==> src/rtl/ps2h_pkg.sv <==
package ps2h_pkg;

    typedef enum logic [2:0] {
        SEL_CTRL,
        SEL_STAT,
        SEL_DATA,
        SEL_CDIV,
        SEL_ISTAT,
        SEL_ID,
        SEL_NONE
    } reg_sel_e;

    // control word bit positions
    localparam int CTRL_RXIE_BIT = 4;
    localparam int CTRL_TXIE_BIT = 3;
    // status word bit position of the pending flag
    localparam int STAT_PEND_BIT = 4;

endpackage

==> src/rtl/ps2h_decode.sv <==
module ps2h_decode
    import ps2h_pkg::*;
#(
    parameter int ADDR_W   = 12,
    parameter int ID_BASE  = 'hFE0,
    parameter int ID_BYTES = 8,
    localparam int IDX_W   = $clog2(ID_BYTES)
) (
    input  logic [ADDR_W-1:0] paddr,
    output reg_sel_e          sel,
    output logic [IDX_W-1:0]  id_idx
);

    localparam logic [ADDR_W-1:0] BASE_V = ADDR_W'(ID_BASE);
    localparam int ID_END = ID_BASE + 4 * ID_BYTES;

    logic [ADDR_W-3:0] word_idx;
    logic [ADDR_W-1:0] id_off;
    logic              in_id;
    logic              unused_low;

    assign word_idx   = paddr[ADDR_W-1:2];
    assign id_off     = paddr - BASE_V;
    assign id_idx     = id_off[2 +: IDX_W];
    assign in_id      = (int'(paddr) >= ID_BASE) && (int'(paddr) < ID_END);
    assign unused_low = ^{paddr[1:0], id_off};

    always_comb begin
        if (in_id) begin
            sel = SEL_ID;
        end else begin
            case (word_idx)
                (ADDR_W-2)'(0): sel = SEL_CTRL;
                (ADDR_W-2)'(1): sel = SEL_STAT;
                (ADDR_W-2)'(2): sel = SEL_DATA;
                (ADDR_W-2)'(3): sel = SEL_CDIV;
                (ADDR_W-2)'(4): sel = SEL_ISTAT;
                default:        sel = SEL_NONE;
            endcase
        end
    end

endmodule

==> src/rtl/ps2h_id_rom.sv <==
module ps2h_id_rom #(
    parameter int ID_BYTES = 8,
    localparam int IDX_W   = $clog2(ID_BYTES)
) (
    input  logic [IDX_W-1:0] idx,
    output logic [7:0]       id_byte
);

    always_comb begin
        case (idx)
            IDX_W'(0): id_byte = 8'h50;
            IDX_W'(1): id_byte = 8'h10;
            IDX_W'(2): id_byte = 8'h04;
            IDX_W'(3): id_byte = 8'h00;
            IDX_W'(4): id_byte = 8'h0D;
            IDX_W'(5): id_byte = 8'hF0;
            IDX_W'(6): id_byte = 8'h05;
            IDX_W'(7): id_byte = 8'hB1;
            default:   id_byte = 8'h00;
        endcase
    end

endmodule

==> src/rtl/ps2h_rx_hold.sv <==
module ps2h_rx_hold #(
    parameter int BYTE_W = 8
) (
    input  logic              clk,
    input  logic              rst,
    input  logic              rx_valid,
    input  logic [BYTE_W-1:0] rx_byte,
    input  logic              take,
    output logic              pending,
    output logic [BYTE_W-1:0] rd_byte
);

    typedef struct packed {
        logic              pend;
        logic [BYTE_W-1:0] stage;
        logic [BYTE_W-1:0] last;
    } rx_state_t;

    rx_state_t st_d, st_q;

    always_comb begin
        st_d = st_q;
        if (take && st_q.pend) begin
            st_d.last = st_q.stage;
            st_d.pend = 1'b0;
        end
        // a new arrival wins over the consuming read
        if (rx_valid) begin
            st_d.stage = rx_byte;
            st_d.pend  = 1'b1;
        end
    end

    always_ff @(posedge clk) begin
        if (rst) st_q <= '0;
        else     st_q <= st_d;
    end

    assign pending = st_q.pend;
    assign rd_byte = st_q.pend ? st_q.stage : st_q.last;

endmodule

==> src/rtl/ps2h_irq.sv <==
module ps2h_irq
    import ps2h_pkg::*;
#(
    parameter int DATA_W = 32
) (
    input  logic [DATA_W-1:0] ctrl,
    input  logic              pending,
    output logic              irq
);

    logic unused_ctrl;
    assign unused_ctrl = ^ctrl;
    assign irq = (pending & ctrl[CTRL_RXIE_BIT]) | ctrl[CTRL_TXIE_BIT];

endmodule

==> src/rtl/ps2h_host_regs.sv <==
module ps2h_host_regs
    import ps2h_pkg::*;
#(
    parameter int ADDR_W   = 12,
    parameter int DATA_W   = 32,
    parameter int BYTE_W   = 8,
    parameter int ID_BASE  = 'hFE0,
    parameter int ID_BYTES = 8
) (
    input  logic              clk,
    input  logic              rst,
    input  logic              psel,
    input  logic              penable,
    input  logic              pwrite,
    input  logic [ADDR_W-1:0] paddr,
    input  logic [DATA_W-1:0] pwdata,
    output logic [DATA_W-1:0] prdata,
    input  logic              rx_valid,
    input  logic [BYTE_W-1:0] rx_byte,
    input  logic              tx_busy,
    output logic              tx_valid,
    output logic [BYTE_W-1:0] tx_byte,
    output logic              irq
);

    localparam int IDX_W = $clog2(ID_BYTES);

    typedef struct packed {
        logic [DATA_W-1:0] ctrl;
        logic [DATA_W-1:0] cdiv;
        logic              txv;
        logic [BYTE_W-1:0] txb;
    } host_state_t;

    host_state_t st_d, st_q;

    reg_sel_e          sel;
    logic [IDX_W-1:0]  id_idx;
    logic [7:0]        id_byte;
    logic              acc_wr;
    logic              acc_rd;
    logic              rx_pend;
    logic [BYTE_W-1:0] rx_rd_byte;
    logic [DATA_W-1:0] ctrl_q;

    assign acc_wr = psel & penable & pwrite;
    assign acc_rd = psel & penable & ~pwrite;

    ps2h_decode #(
        .ADDR_W  (ADDR_W),
        .ID_BASE (ID_BASE),
        .ID_BYTES(ID_BYTES)
    ) u_decode (
        .paddr (paddr),
        .sel   (sel),
        .id_idx(id_idx)
    );

    ps2h_id_rom #(
        .ID_BYTES(ID_BYTES)
    ) u_id_rom (
        .idx    (id_idx),
        .id_byte(id_byte)
    );

    ps2h_rx_hold #(
        .BYTE_W(BYTE_W)
    ) u_rx_hold (
        .clk     (clk),
        .rst     (rst),
        .rx_valid(rx_valid),
        .rx_byte (rx_byte),
        .take    (acc_rd && (sel == SEL_DATA)),
        .pending (rx_pend),
        .rd_byte (rx_rd_byte)
    );

    always_comb begin
        st_d     = st_q;
        st_d.txv = 1'b0;
        if (acc_wr) begin
            case (sel)
                SEL_CTRL: st_d.ctrl = pwdata;
                SEL_CDIV: st_d.cdiv = pwdata;
                SEL_DATA: begin
                    if (!tx_busy) begin
                        st_d.txv = 1'b1;
                        st_d.txb = pwdata[BYTE_W-1:0];
                    end
                end
                default: ;
            endcase
        end
    end

    always_ff @(posedge clk) begin
        if (rst) st_q <= '0;
        else     st_q <= st_d;
    end

    always_comb begin
        prdata = '0;
        if (psel && !pwrite) begin
            case (sel)
                SEL_CTRL:  prdata = st_q.ctrl;
                SEL_STAT:  prdata[STAT_PEND_BIT] = rx_pend;
                SEL_DATA:  prdata = DATA_W'(rx_rd_byte);
                SEL_CDIV:  prdata = st_q.cdiv;
                SEL_ISTAT: prdata = {{(DATA_W-2){1'b0}}, 1'b1, rx_pend};
                SEL_ID:    prdata = DATA_W'(id_byte);
                default:   prdata = '0;
            endcase
        end
    end

    ps2h_irq #(
        .DATA_W(DATA_W)
    ) u_irq (
        .ctrl   (st_q.ctrl),
        .pending(rx_pend),
        .irq    (irq)
    );

    assign ctrl_q   = st_q.ctrl;
    assign tx_valid = st_q.txv;
    assign tx_byte  = st_q.txb;

endmodule

==> config.mk <==
export PLATFORM = sky130hd
export DESIGN_NAME = ps2h_host_regs
export DESIGN_NICKNAME = d
export VERILOG_FILES = /design/src/rtl/ps2h_pkg.sv /design/src/rtl/ps2h_decode.sv /design/src/rtl/ps2h_id_rom.sv /design/src/rtl/ps2h_rx_hold.sv /design/src/rtl/ps2h_irq.sv /design/src/rtl/ps2h_host_regs.sv
export SDC_FILE = /design/constraint.sdc
export NUM_CORES = 1
export LEC_CHECK = 0
export ABC_AREA = 1
export BUFFER_PORTS_ARGS = -buffer_cell sky130_fd_sc_hd__buf_2
export CELL_PAD_IN_SITES_DETAIL_PLACEMENT = 1
export CELL_PAD_IN_SITES_GLOBAL_PLACEMENT = 2
export CORE_ASPECT_RATIO = 0.7
export CORE_UTILIZATION = 27
export DETAILED_ROUTE_END_ITERATION = 10
export HOLD_SLACK_MARGIN = 0.05
export PLACE_DENSITY = 0.74
export SYNTH_ARGS = -nofsm -noshare
export SYNTH_HDL_FRONTEND = slang
export SYNTH_SLANG_ARGS = --single-unit
==> constraint.sdc <==
create_clock -name clk -period 1.15 [get_ports clk]
set_clock_uncertainty 0.05 [all_clocks]
set_input_delay 0 -clock clk [delete_from_list [all_inputs] [get_ports clk]]
set_output_delay 0 -clock clk [all_outputs]
set_load 0.02 [all_outputs]
==> run metrics <==
CP Class=register to output port; FMAX=0.623 GHz; fin worst setup slack=-0.454 ns; min cycle time layout=around 1.6 ns; design area=0.00715 mm²; synth warn=0; Clock transition at path regs=0.07 ns; Util after Layout=0.453; Num CTS Buffers=9; via count=4817; DR vias/cell=between 4 and 5; ys flop type=dfxtp_1; syn_nets=686; max-cap violations=0; Yosys cell types=33; Slew headroom=0.695; CP Capture Type=output port; total gr overflow=0; total track usage=0.195; violated checks=setup timing; Layout area overhead=60.9%; Die Y=109 µm; Crit path required time=1.10 ns; Post-synth EDFFs=0; Skew-Pair Late Insertion Delay=0.34 ns; Placeable Area=0.0158 mm²; area post-placement=between 0.005 and 0.006 mm²; Slew Viols, Final=0; fin crit share=1.39; peak supply drop=0.000622 V; vias in the first global route=around 4.9k; Total Nets Final=872; FF+latch count, synth=90; most frequent cells in the layout=158 x nand2_1, 89 x dfxtp_1, 83 x nor2_1; first-pass GRT wire length=25.4 mm; Worst setup SP type=register; initial antenna violation count=0; synthesized area per cell=between 7 and 8 µm²; initial core utilization=0.281; worst hold-check path type=primary input to register; post-synth top area cell=dfxtp_1; WL final=17.0 mm; diode count=0; Die W=155 µm; worst-path fanout max=5; synthesized area=about 0.0044 mm²; Rows=38; final hold vios=0; clock root buffer=clkbuf_16; setup tns final=-13.01 ns; DRT antenna net count=0; full die area=roughly 0.017 mm²; # clock sinks=90; # setup viols final=73; instance count of the mapped netlist=627; Non-Filler Instances=~1.0k; IO buf count=slightly below 100; RSZ-0062 raised after global routing=yes; WL/cell=between 15 and 20 µm; commonest non-fill, non-tap cell in the layout=nand2_1; Synth async-reset ratio=0; fraction of layout cells with a size suffix above 1=0.410; Pwr per Cell Area=951 mW/mm²; slew of the pin with the lowest slew margin=between 0.4 and 0.5 ns; overall power=6.80 mW; CP arrival=~1.6 ns; outcome=finished with violations; sequential element share of the synthesized area=0.406; routability cong.=between 0.8 and 0.9; CTS tree=done; leakage power=between 2 and 3 nW; worst-case clock buffer depth=2; synth top area cells=dfxtp_1 41%, nand2_1 16%, nor2_1 8.2%; hpwl dp=between 10 and 15 mm; Hold WS=0.0762 ns; drt pass-1 iters=4; Initial DRC Count=214; Top Ports=101; Post-Place Worst Slack=-0.397 ns; DRC=0; placed instance count=959; CTS H-tree depth=3; post-synth top area share=0.406; largest net degree at the start of global routing=between 40 and 50
-- layer usage --
metal,wire length (µm),track usage,vias to the layer above
met5,0,0,-
met4,138,0.0294,0
met3,580,0.0355,12
met2,7710,0.310,106
met1,8590,0.279,2310
li1,-,-,2389
-- final timing paths --
path                            slack (ns)  depth (start not counted)              start           endpoint
worst min register to register        0.41                          2         tx_byte[3]         tx_byte[3]
worst max register to register       -0.10                          7  u_rx_hold.pending  u_rx_hold.st_q[3]
worst min-delay path                  0.08                          3                rst         tx_byte[5]
worst max-delay path                 -0.45                          8  u_rx_hold.pending          prdata[3]
-- cell type report --
type                    instances  area, µm²
repair buffers                216       1910
fillers                      1913       8640
well taps                     220        275
flip-flops and latches         90       1810
inverters                      27        126
multi-input cells             469       2740
clock inverters                 6       67.6
clock buffers                   9        225
-- cell usage after synthesis (2+ instances only) --
library cell,n
nand4_1,2
nor2_2,4
inv_1,21
o21ai_1,2
nor2_4,3
dfxtp_1,90
a21oi_2,17
nand3_2,2
buf_6,13
nor2_1,97
nand3_1,25
nand2_2,5
inv_2,5
o21ai_0,43
nand2_1,186
clkbuf_1,14
nor2_8,3
nand2_4,2
o22ai_1,2
nor3_1,2
mux2i_1,2
a21oi_1,65
buf_4,12
-- cell families (layout without fill, tap and decap cells) --
kind of cell | Yosys count | in the layout | share of synthesized area
multiplexers | 2 | 2 | 0.00451
AO/OA/AOI/OAI | 131 | 131 | 0.166
flip-flops | 90 | 90 | 0.406
buffers and inverters | 68 | 258 | 0.0904
AND/OR/NAND/NOR | 336 | 336 | 0.334
-- registers in the layout, indices dropped and copies added, names as in the netlist --
name and count:
ctrl_q 32, u_rx_hold.pending 1, tx_byte 8, st_q 32, tx_valid 1, u_rx_hold.st_q 16
-- critical path, cell delays in order, from the launching register on --
cell	delay [ns]
dfxtp_4	0.37
buf_6	0.12
nand2_1	0.07
nand2_2	0.11
nand3_2	0.10
nand2_1	0.11
nor2_1	0.05
nor2_1	0.11
buf_4	0.17
-- where the power goes --
part / switching (mW) / internal (mW) / total (mW)
combinational: 0.360 / 0.333 / 0.693
sequential: 0.0242 / 3.14 / 3.16
clock: 1.27 / 1.68 / 2.95
-- what timing repair did --
action / in CTS / in global routing
hold buffers: 42 / 0
endpoints found under the hold margin: 82 / 0
pin swaps: 11 / 44
setup endpoints to repair: 60 / 81
cloned: 2 / 3
setup buffers: 6 / 13
gates resized for setup: 46 / 152
Power figures use the tool's default switching activity.
